<file path="src/rtl/cpl_pkg.sv">
// Package: shared parameters and the lock-state encoding for the
// code-protect controller. Assumes lock bit 1 is the low bit of the code.
package cpl_pkg;
    localparam int DATA_W  = 8;
    localparam int KEY_N   = 32;
    localparam int ADDR_W  = 16;

    // Lock state {bit2, bit1}; a 1 means the bit is programmed.
    typedef enum logic [1:0] {
        LK_OPEN  = 2'b00,
        LK_NOEXT = 2'b01,
        LK_RSVD  = 2'b10,
        LK_FULL  = 2'b11
    } lock_mode_e;

    typedef struct packed {
        logic ext_block;
        logic prog_inh;
        logic vfy_inh;
    } lock_perm_t;
endpackage

</file>
<file path="src/rtl/cpl_key_store.sv">
// Key store: KEY_N bytes of modelled non-volatile key cells.
// The erase sets every byte to all ones. Writes land only when wr_en is high.
// The caller does the gating for programming inhibit.
// The read is combinational. With rd_en low, no entry is selected and
// the port returns all ones.
module cpl_key_store #(
    parameter int KEY_N  = 32,
    parameter int DATA_W = 8,
    localparam int IDX_W = $clog2(KEY_N)
) (
    input  logic              clk,
    input  logic              erase_n,
    input  logic              wr_en,
    input  logic [IDX_W-1:0]  wr_idx,
    input  logic [DATA_W-1:0] wr_data,
    input  logic              rd_en,
    input  logic [IDX_W-1:0]  rd_idx,
    output logic [DATA_W-1:0] rd_data
);
    logic [DATA_W-1:0] key_q [KEY_N];

    for (genvar g = 0; g < KEY_N; g++) begin : g_cell
        // Purpose: one key cell, erased to ones, written when its index hits.
        always_ff @(posedge clk) begin
            if (!erase_n)
                key_q[g] <= '1;
            else if (wr_en && (wr_idx == IDX_W'(g)))
                key_q[g] <= wr_data;
        end
    end

    // Purpose: the selected byte, or all ones when no read is enabled.
    always_comb begin
        rd_data = '1;
        if (rd_en)
            rd_data = key_q[rd_idx];
    end
endmodule

</file>
<file path="src/rtl/cpl_lock_bits.sv">
// Lock bits: two one-time cells. A set strobe programs a bit, and only the
// erase clears it. The state is decoded into the three permission flags.
// The reserved state grants the same rights as the open state.
module cpl_lock_bits
    import cpl_pkg::*;
(
    input  logic       clk,
    input  logic       erase_n,
    input  logic       set1,
    input  logic       set2,
    output logic       lock1,
    output lock_perm_t perm
);
    logic       bit1_q, bit2_q;
    lock_mode_e mode;

    // Purpose: one-time programming of both lock cells.
    always_ff @(posedge clk) begin
        if (!erase_n) begin
            bit1_q <= 1'b0;
            bit2_q <= 1'b0;
        end else begin
            if (set1) bit1_q <= 1'b1;
            if (set2) bit2_q <= 1'b1;
        end
    end

    assign mode  = lock_mode_e'({bit2_q, bit1_q});
    assign lock1 = bit1_q;

    // Purpose: decode the lock state into permission flags.
    always_comb begin
        perm = '0;
        unique case (mode)
            LK_OPEN, LK_RSVD: perm = '0;
            LK_NOEXT: begin
                perm.ext_block = 1'b1;
                perm.prog_inh  = 1'b1;
            end
            LK_FULL: begin
                perm.ext_block = 1'b1;
                perm.prog_inh  = 1'b1;
                perm.vfy_inh   = 1'b1;
            end
            default: perm = '0;
        endcase
    end
endmodule

</file>
<file path="src/rtl/cpl_sel_latch.sv">
// Select-pin latch: while lock bit 1 is programmed it captures the pin
// on every clock edge in reset. After reset it compares the captured
// level with the live one. The flag stays low in reset and while lock bit 1
// is clear.
module cpl_sel_latch (
    input  logic clk,
    input  logic rst_n,
    input  logic erase_n,
    input  logic lock1,
    input  logic pin,
    output logic mismatch
);
    logic held_q;

    // Purpose: capture the pin during reset when the lock asks for it.
    always_ff @(posedge clk) begin
        if (!erase_n)
            held_q <= 1'b0;
        else if (!rst_n && lock1)
            held_q <= pin;
    end

    // Purpose: flag disagreement between held and live level.
    assign mismatch = lock1 && rst_n && (held_q != pin);
endmodule

</file>
<file path="src/rtl/cpl_verify_path.sv">
// Verify path: turns a verify request into a key index, then registers
// the scrambled byte one cycle later. Assumes code_rdata is valid in the
// same cycle as the request. While verification is inhibited, no read
// goes to memory or the key store, and the result is all ones.
module cpl_verify_path #(
    parameter int KEY_N  = 32,
    parameter int DATA_W = 8,
    parameter int ADDR_W = 16,
    localparam int IDX_W = $clog2(KEY_N)
) (
    input  logic              clk,
    input  logic              rst_n,
    input  logic              req,
    input  logic [ADDR_W-1:0] addr,
    input  logic [DATA_W-1:0] code,
    input  logic              inhibit,
    input  logic [DATA_W-1:0] key_byte,
    output logic [IDX_W-1:0]  key_idx,
    output logic              rd_en,
    output logic              valid,
    output logic [DATA_W-1:0] data
);
    logic [DATA_W-1:0] scrambled;

    assign key_idx   = IDX_W'(addr % ADDR_W'(KEY_N));
    assign rd_en     = req && !inhibit;
    assign scrambled = inhibit ? '1 : ~(code ^ key_byte);

    // Purpose: register the verify result and its valid strobe.
    always_ff @(posedge clk) begin
        if (!rst_n) begin
            valid <= 1'b0;
            data  <= '1;
        end else begin
            valid <= req;
            if (req)
                data <= scrambled;
        end
    end
endmodule

</file>
<file path="src/rtl/cpl_guard.sv">
// Top: code-protect verify and lock controller. Connects the key store,
// the lock cells, the select-pin latch and the verify path. Key writes
// are gated by the programming inhibit. Lock bits stay programmable so
// that the full lock can follow the partial one.
module cpl_guard
    import cpl_pkg::*;
#(
    parameter int P_KEY_N  = KEY_N,
    parameter int P_DATA_W = DATA_W,
    parameter int P_ADDR_W = ADDR_W,
    localparam int IDX_W   = $clog2(P_KEY_N)
) (
    input  logic                clk,
    input  logic                rst_n,
    input  logic                erase_n,
    input  logic                key_wr_en,
    input  logic [IDX_W-1:0]    key_wr_idx,
    input  logic [P_DATA_W-1:0] key_wr_data,
    input  logic                lock1_set,
    input  logic                lock2_set,
    input  logic                ext_sel_pin,
    input  logic                vfy_req,
    input  logic [P_ADDR_W-1:0] vfy_addr,
    input  logic [P_DATA_W-1:0] code_rdata,
    output logic                code_rd_en,
    output logic                vfy_valid,
    output logic [P_DATA_W-1:0] vfy_data,
    output logic                ext_fetch_block,
    output logic                prog_inhibit,
    output logic                vfy_inhibit,
    output logic                ext_sel_mismatch
);
    lock_perm_t          perm;
    logic                lock1;
    logic                key_rd_en;
    logic [IDX_W-1:0]    key_idx;
    logic [P_DATA_W-1:0] key_byte;
    logic                key_we_gated;

    assign key_we_gated = key_wr_en && !perm.prog_inh;

    cpl_lock_bits u_lock (
        .clk     (clk),
        .erase_n (erase_n),
        .set1    (lock1_set),
        .set2    (lock2_set),
        .lock1   (lock1),
        .perm    (perm)
    );

    cpl_key_store #(.KEY_N(P_KEY_N), .DATA_W(P_DATA_W)) u_keys (
        .clk     (clk),
        .erase_n (erase_n),
        .wr_en   (key_we_gated),
        .wr_idx  (key_wr_idx),
        .wr_data (key_wr_data),
        .rd_en   (key_rd_en),
        .rd_idx  (key_idx),
        .rd_data (key_byte)
    );

    cpl_sel_latch u_sel (
        .clk      (clk),
        .rst_n    (rst_n),
        .erase_n  (erase_n),
        .lock1    (lock1),
        .pin      (ext_sel_pin),
        .mismatch (ext_sel_mismatch)
    );

    cpl_verify_path #(.KEY_N(P_KEY_N), .DATA_W(P_DATA_W), .ADDR_W(P_ADDR_W)) u_vfy (
        .clk      (clk),
        .rst_n    (rst_n),
        .req      (vfy_req),
        .addr     (vfy_addr),
        .code     (code_rdata),
        .inhibit  (perm.vfy_inh),
        .key_byte (key_byte),
        .key_idx  (key_idx),
        .rd_en    (key_rd_en),
        .valid    (vfy_valid),
        .data     (vfy_data)
    );

    assign code_rd_en      = key_rd_en;
    assign ext_fetch_block = perm.ext_block;
    assign prog_inhibit    = perm.prog_inh;
    assign vfy_inhibit     = perm.vfy_inh;
endmodule

</file>
<file path="config.mk">
export PLATFORM = sky130hd
export DESIGN_NAME = cpl_guard
export DESIGN_NICKNAME = d
export VERILOG_FILES = /design/src/rtl/cpl_pkg.sv /design/src/rtl/cpl_key_store.sv /design/src/rtl/cpl_lock_bits.sv /design/src/rtl/cpl_sel_latch.sv /design/src/rtl/cpl_verify_path.sv /design/src/rtl/cpl_guard.sv
export SDC_FILE = /design/constraint.sdc
export NUM_CORES = 1
export LEC_CHECK = 0
export BUFFER_PORTS_ARGS = -buffer_cell sky130_fd_sc_hd__buf_2
export CORE_AREA = 10 10 243 245
export CTS_CLUSTER_DIAMETER = 80
export DETAILED_ROUTE_END_ITERATION = 8
export DIE_AREA = 0 0 253 255
export SLEW_MARGIN = 10
export SYNTH_ARGS = -nofsm -noshare
export SYNTH_HDL_FRONTEND = slang
export SYNTH_SLANG_ARGS = --single-unit
</file>
<file path="constraint.sdc">
create_clock -name clk -period 2.6 [get_ports clk]
set_input_delay 0.39 -clock clk [delete_from_list [all_inputs] [get_ports clk]]
set_output_delay 0.39 -clock clk [all_outputs]
set_load 0.005 [all_outputs]
</file>
==> impl_metrics.py <==
metrics = {
    "setup_path": {
        "regToRegEndpoint": "u_keys.key_q[0][6]",
        "critPathTopFamily": "simple AND/OR/NAND/NOR gates",
        "worstPathRequired_ns": 2.89,
        "rr_startpoint": "u_lock.lock1",
        "type_of_origin_of_the_critical_path": "flip-flop",
        "worst_r2r_path_depth": 3,
        "ff2ff_setup_slack_ns": 0.41,
        "critical_path.cell_chain": "or3b_1, or2_4, or3_1",
        "arrival_ns": 2.47,
        "criticalPathCategory": "flip-flop to flip-flop",
        "cp_slowest_stage_delay_ns": 0.57,
        "timing.critical_path.buf_inv": 0,
        "worst-path-max-fanout": 128,
        "timing.critical_path.to_type": "flip-flop",
        "crit_slowest_cell": "or2_4",
    },
    "pwr": {
        "max-vdd-ir-drop_mv": 0.3708,
        "power.switching_w": 0.002257,
        "p_seq_frac": 0.502,
        "sw_frac_of_total": 0.2350,
        "combinational_share_of_power": 0.076,
        "clock_power_share": 0.422,
        "p_per_area_mw_per_mm2": 645.8,
        "power.total_w": 0.009605,
        "static_power_due_to_leakage_nw": 4.115,
        "p_int_w": 0.007347,
    },
    "sta": {
        "minimum_clock_period_after_layout_ns": 2.186,
        "timing.clock.skew_ns": 0.03099,
        "worst_slew_margin_rel": 0.2736,
        "slew_viol_final": 0,
        "timing_hold_violations_final": 0,
        "timing.hold.ws_ns": 0.03125,
        "maxClockFrequency_mhz": 457.4,
        "min_period_over_period": 0.8408,
        "final-setup-viol-count": 0,
        "tightestPinTransition_ns": 1.090,
        "rsz_0062_raised_after_global_routing": "false",
        "fin_tns_setup_ns": 0,
    },
    "clock_network": {
        "htree_num_levels": 1,
        "clockRootBuffer": "clkbuf_16",
        "cts.path.max_buffers": 3,
        "postCtsSetupBuffers": 0,
        "tritoncts": "done",
        "post_cts_resized": 0,
        "cts_sinks": 268,
        "numCtsBuffers": 30,
        "clk_latency_ns": 0.57,
        "clk_pin_slew_worst_paths_ns": 0.06,
        "post_cts_hold_buffer_count": 0,
    },
    "drt": {
        "drt-vias-per-instance": 4.812,
        "dr.pass1.iters": 5,
        "drc_errors": 0,
        "drt_iter0_drcs": 645,
        "dr_total_vias": 8340,
        "postRouteWirelength_mm": 36.00,
        "drt-wirelength-per-cell_um": 20.77,
        "antenna_left": 0,
    },
    "die": {
        "die_height_um": 255,
        "start_util": 0.2366,
        "num_rows": 86,
        "placeableCoreArea_mm2": 0.05445,
        "ioPinCount": 59,
        "die-area_mm2": 0.06452,
        "die_width_um": 253,
    },
    "global_routing": {
        "grt_start_max_net_pins": 129,
        "first_global_vias": 8454,
        "first_pass_grt_wire_length_mm": 53.61,
        "grt.overflow.total": 0,
        "track_usage": 0.1088,
        "grt_antenna_before_repair": 8,
    },
    "yosys": {
        "synth.top_cell.area_share": 0.5967,
        "syn-num-nets": 1010,
        "synthesis.area_mm2": 0.01288,
        "yosysTopAreaCell": "edfxtp_1",
        "synthesis.yosys.warnings": 0,
        "synthTopCellsByArea": "edfxtp_1 60%, or3_1 12%, mux2i_1 6.1%",
        "syn-instance-count": 965,
        "synth.distinct_cells": 40,
        "synth-seq-cells": 268,
        "ys_seq_area_frac": 0.6153,
        "syn_area_per_cell_um2": 13.35,
    },
    "layout": {
        "finalNetCount": 1046,
        "post_layout_nonfiller_instances": 1733,
        "finalInstanceArea_mm2": 0.01487,
        "area_overhead_vs_synth_pct": 15.43,
        "share_of_post_route_cells_with_drive_strength_above_1": 0.1854,
        "fillCellCount": 5550,
    },
    "min_path": {
        "hold_class": "input pin to flip-flop",
        "hp-start": "lock2_set",
        "holdPathEnd": "u_lock.bit2_q",
        "hold_depth": 3,
    },
    "run": {
        "timing.max_cap.violations": 0,
    },
    "placement": {
        "placedCellCount": 1673,
        "gp_congestion": 0.8563,
        "placed_area_mm2": 0.01393,
        "count_of_input_and_output_buffers": 47,
        "detailed_place_hpwl_mm": 23.05,
    },
    "outcome": {
        "status": "completed",
    },
}
cell usage in the layout, fill, tap and decap left out, drive strengths merged, types with 8 or more instances in the layout:
cell    synthesis  layout
a211oi          8       8
a21oi          16      16
a221oi          8       8
a22oi          15      15
a41oi           8       8
and3            9       9
and4            8       8
buf            38     111
clkbuf         69      41
clkinv          0      12
dfxtp          12      12
edfxtp        256     256
mux2i          79      79
mux4           25      25
nand2          27      27
nand2b         19      19
nand3          22      22
nor2           18      18
nor2b           9       9
o211ai          8       8
o21ai          40      40
or3           256     256
flip-flops by register name (all words and copies together), names as in the netlist:
name           count
u_keys.key_q     256
u_lock.bit2_q      1
u_lock.lock1       1
u_sel.held_q       1
u_vfy.data         8
u_vfy.valid        1
worst reg2reg max path, stage by stage (launching register included):
cell	delay [ns]
dfxtp_1	0.41
or3b_1	0.43
or2_4	0.57
or3_1	0.49
area by class of cell:
type | count | area (µm²) | share of cell area
repair buffers | 111 | 780.7 | 0.05250
diodes | 4 | 10.01 | 0.0006731
well taps | 704 | 880.8 | 0.05923
clock buffers | 41 | 792.0 | 0.05326
inverters | 3 | 11.26 | 0.0007572
flip-flops and latches | 268 | 7928 | 0.5331
clock inverters | 15 | 137.6 | 0.009255
multi-input cells | 587 | 4332 | 0.2913
Yosys cell counts, drive strengths merged:
master,n
and2,4
nor2b,9
o21ai,40
or3b,1
nand2,27
or3,256
nand3,22
edfxtp,256
a21oi,16
a21boi,1
nand3b,1
a211oi,8
a221oi,8
inv,3
nand4,1
dfxtp,12
buf,38
and3,9
xor2,1
and4,8
nor2,18
mux4,25
a41oi,8
nand2b,19
clkbuf,69
a22oi,15
o211ai,8
or2,3
mux2i,79
logic make-up after synthesis:
kind of cell    after synthesis  synth area share
xor+xnor                      1         0.0006799
buf+inv                     110           0.04846
compound gates              104           0.05575
mux                         104            0.1051
simple gates                378            0.1747
flops                       268            0.6153
layer usage:
metal,track usage,routed length (µm),share of wire,up-vias
met4,0.03785,811,0.023,8
met1,0.1441,15570,0.43,4206
met2,0.1735,16960,0.47,265
met3,0.02274,2609,0.072,57
li1,-,-,-,3804
met5,0,53,0.0015,-
through the flow:
stage          utilization  setup WS [ns]
6_report            0.2731         0.4138
5_1_grt             0.2731         0.3690
4_1_cts             0.2730         0.4422
3_5_place_dp        0.2559         0.3405
3_3_place_gp        0.2559         0.3475
2_1_floorplan            -         0.5307
worst max-delay path by stage:
stage                         end     startpoint  cells past startpoint
2_1_floorplan  u_keys.key_q[0][0]  key_wr_idx[4]                      4
5_1_grt        u_keys.key_q[1][4]   u_lock.lock1                      3
6_report       u_keys.key_q[0][6]   u_lock.lock1                      3
3_5_place_dp        u_vfy.data[3]    vfy_addr[1]                      7
3_3_place_gp        u_vfy.data[3]    vfy_addr[2]                      6
4_1_cts        u_keys.key_q[2][4]   u_lock.lock1                      3
power groups by stage:
stage                     sequential, W  clock [W]  combinational (W)
final                           0.00482    0.00405           0.000735
after global placement          0.00491          0           0.000719
after CTS                       0.00482    0.00410           0.000735
after global routing            0.00483    0.00427           0.000787
after floorplan                 0.00490          0           0.000435
after detailed placement        0.00491          0           0.000733
(Power assumes the default switching activity.)
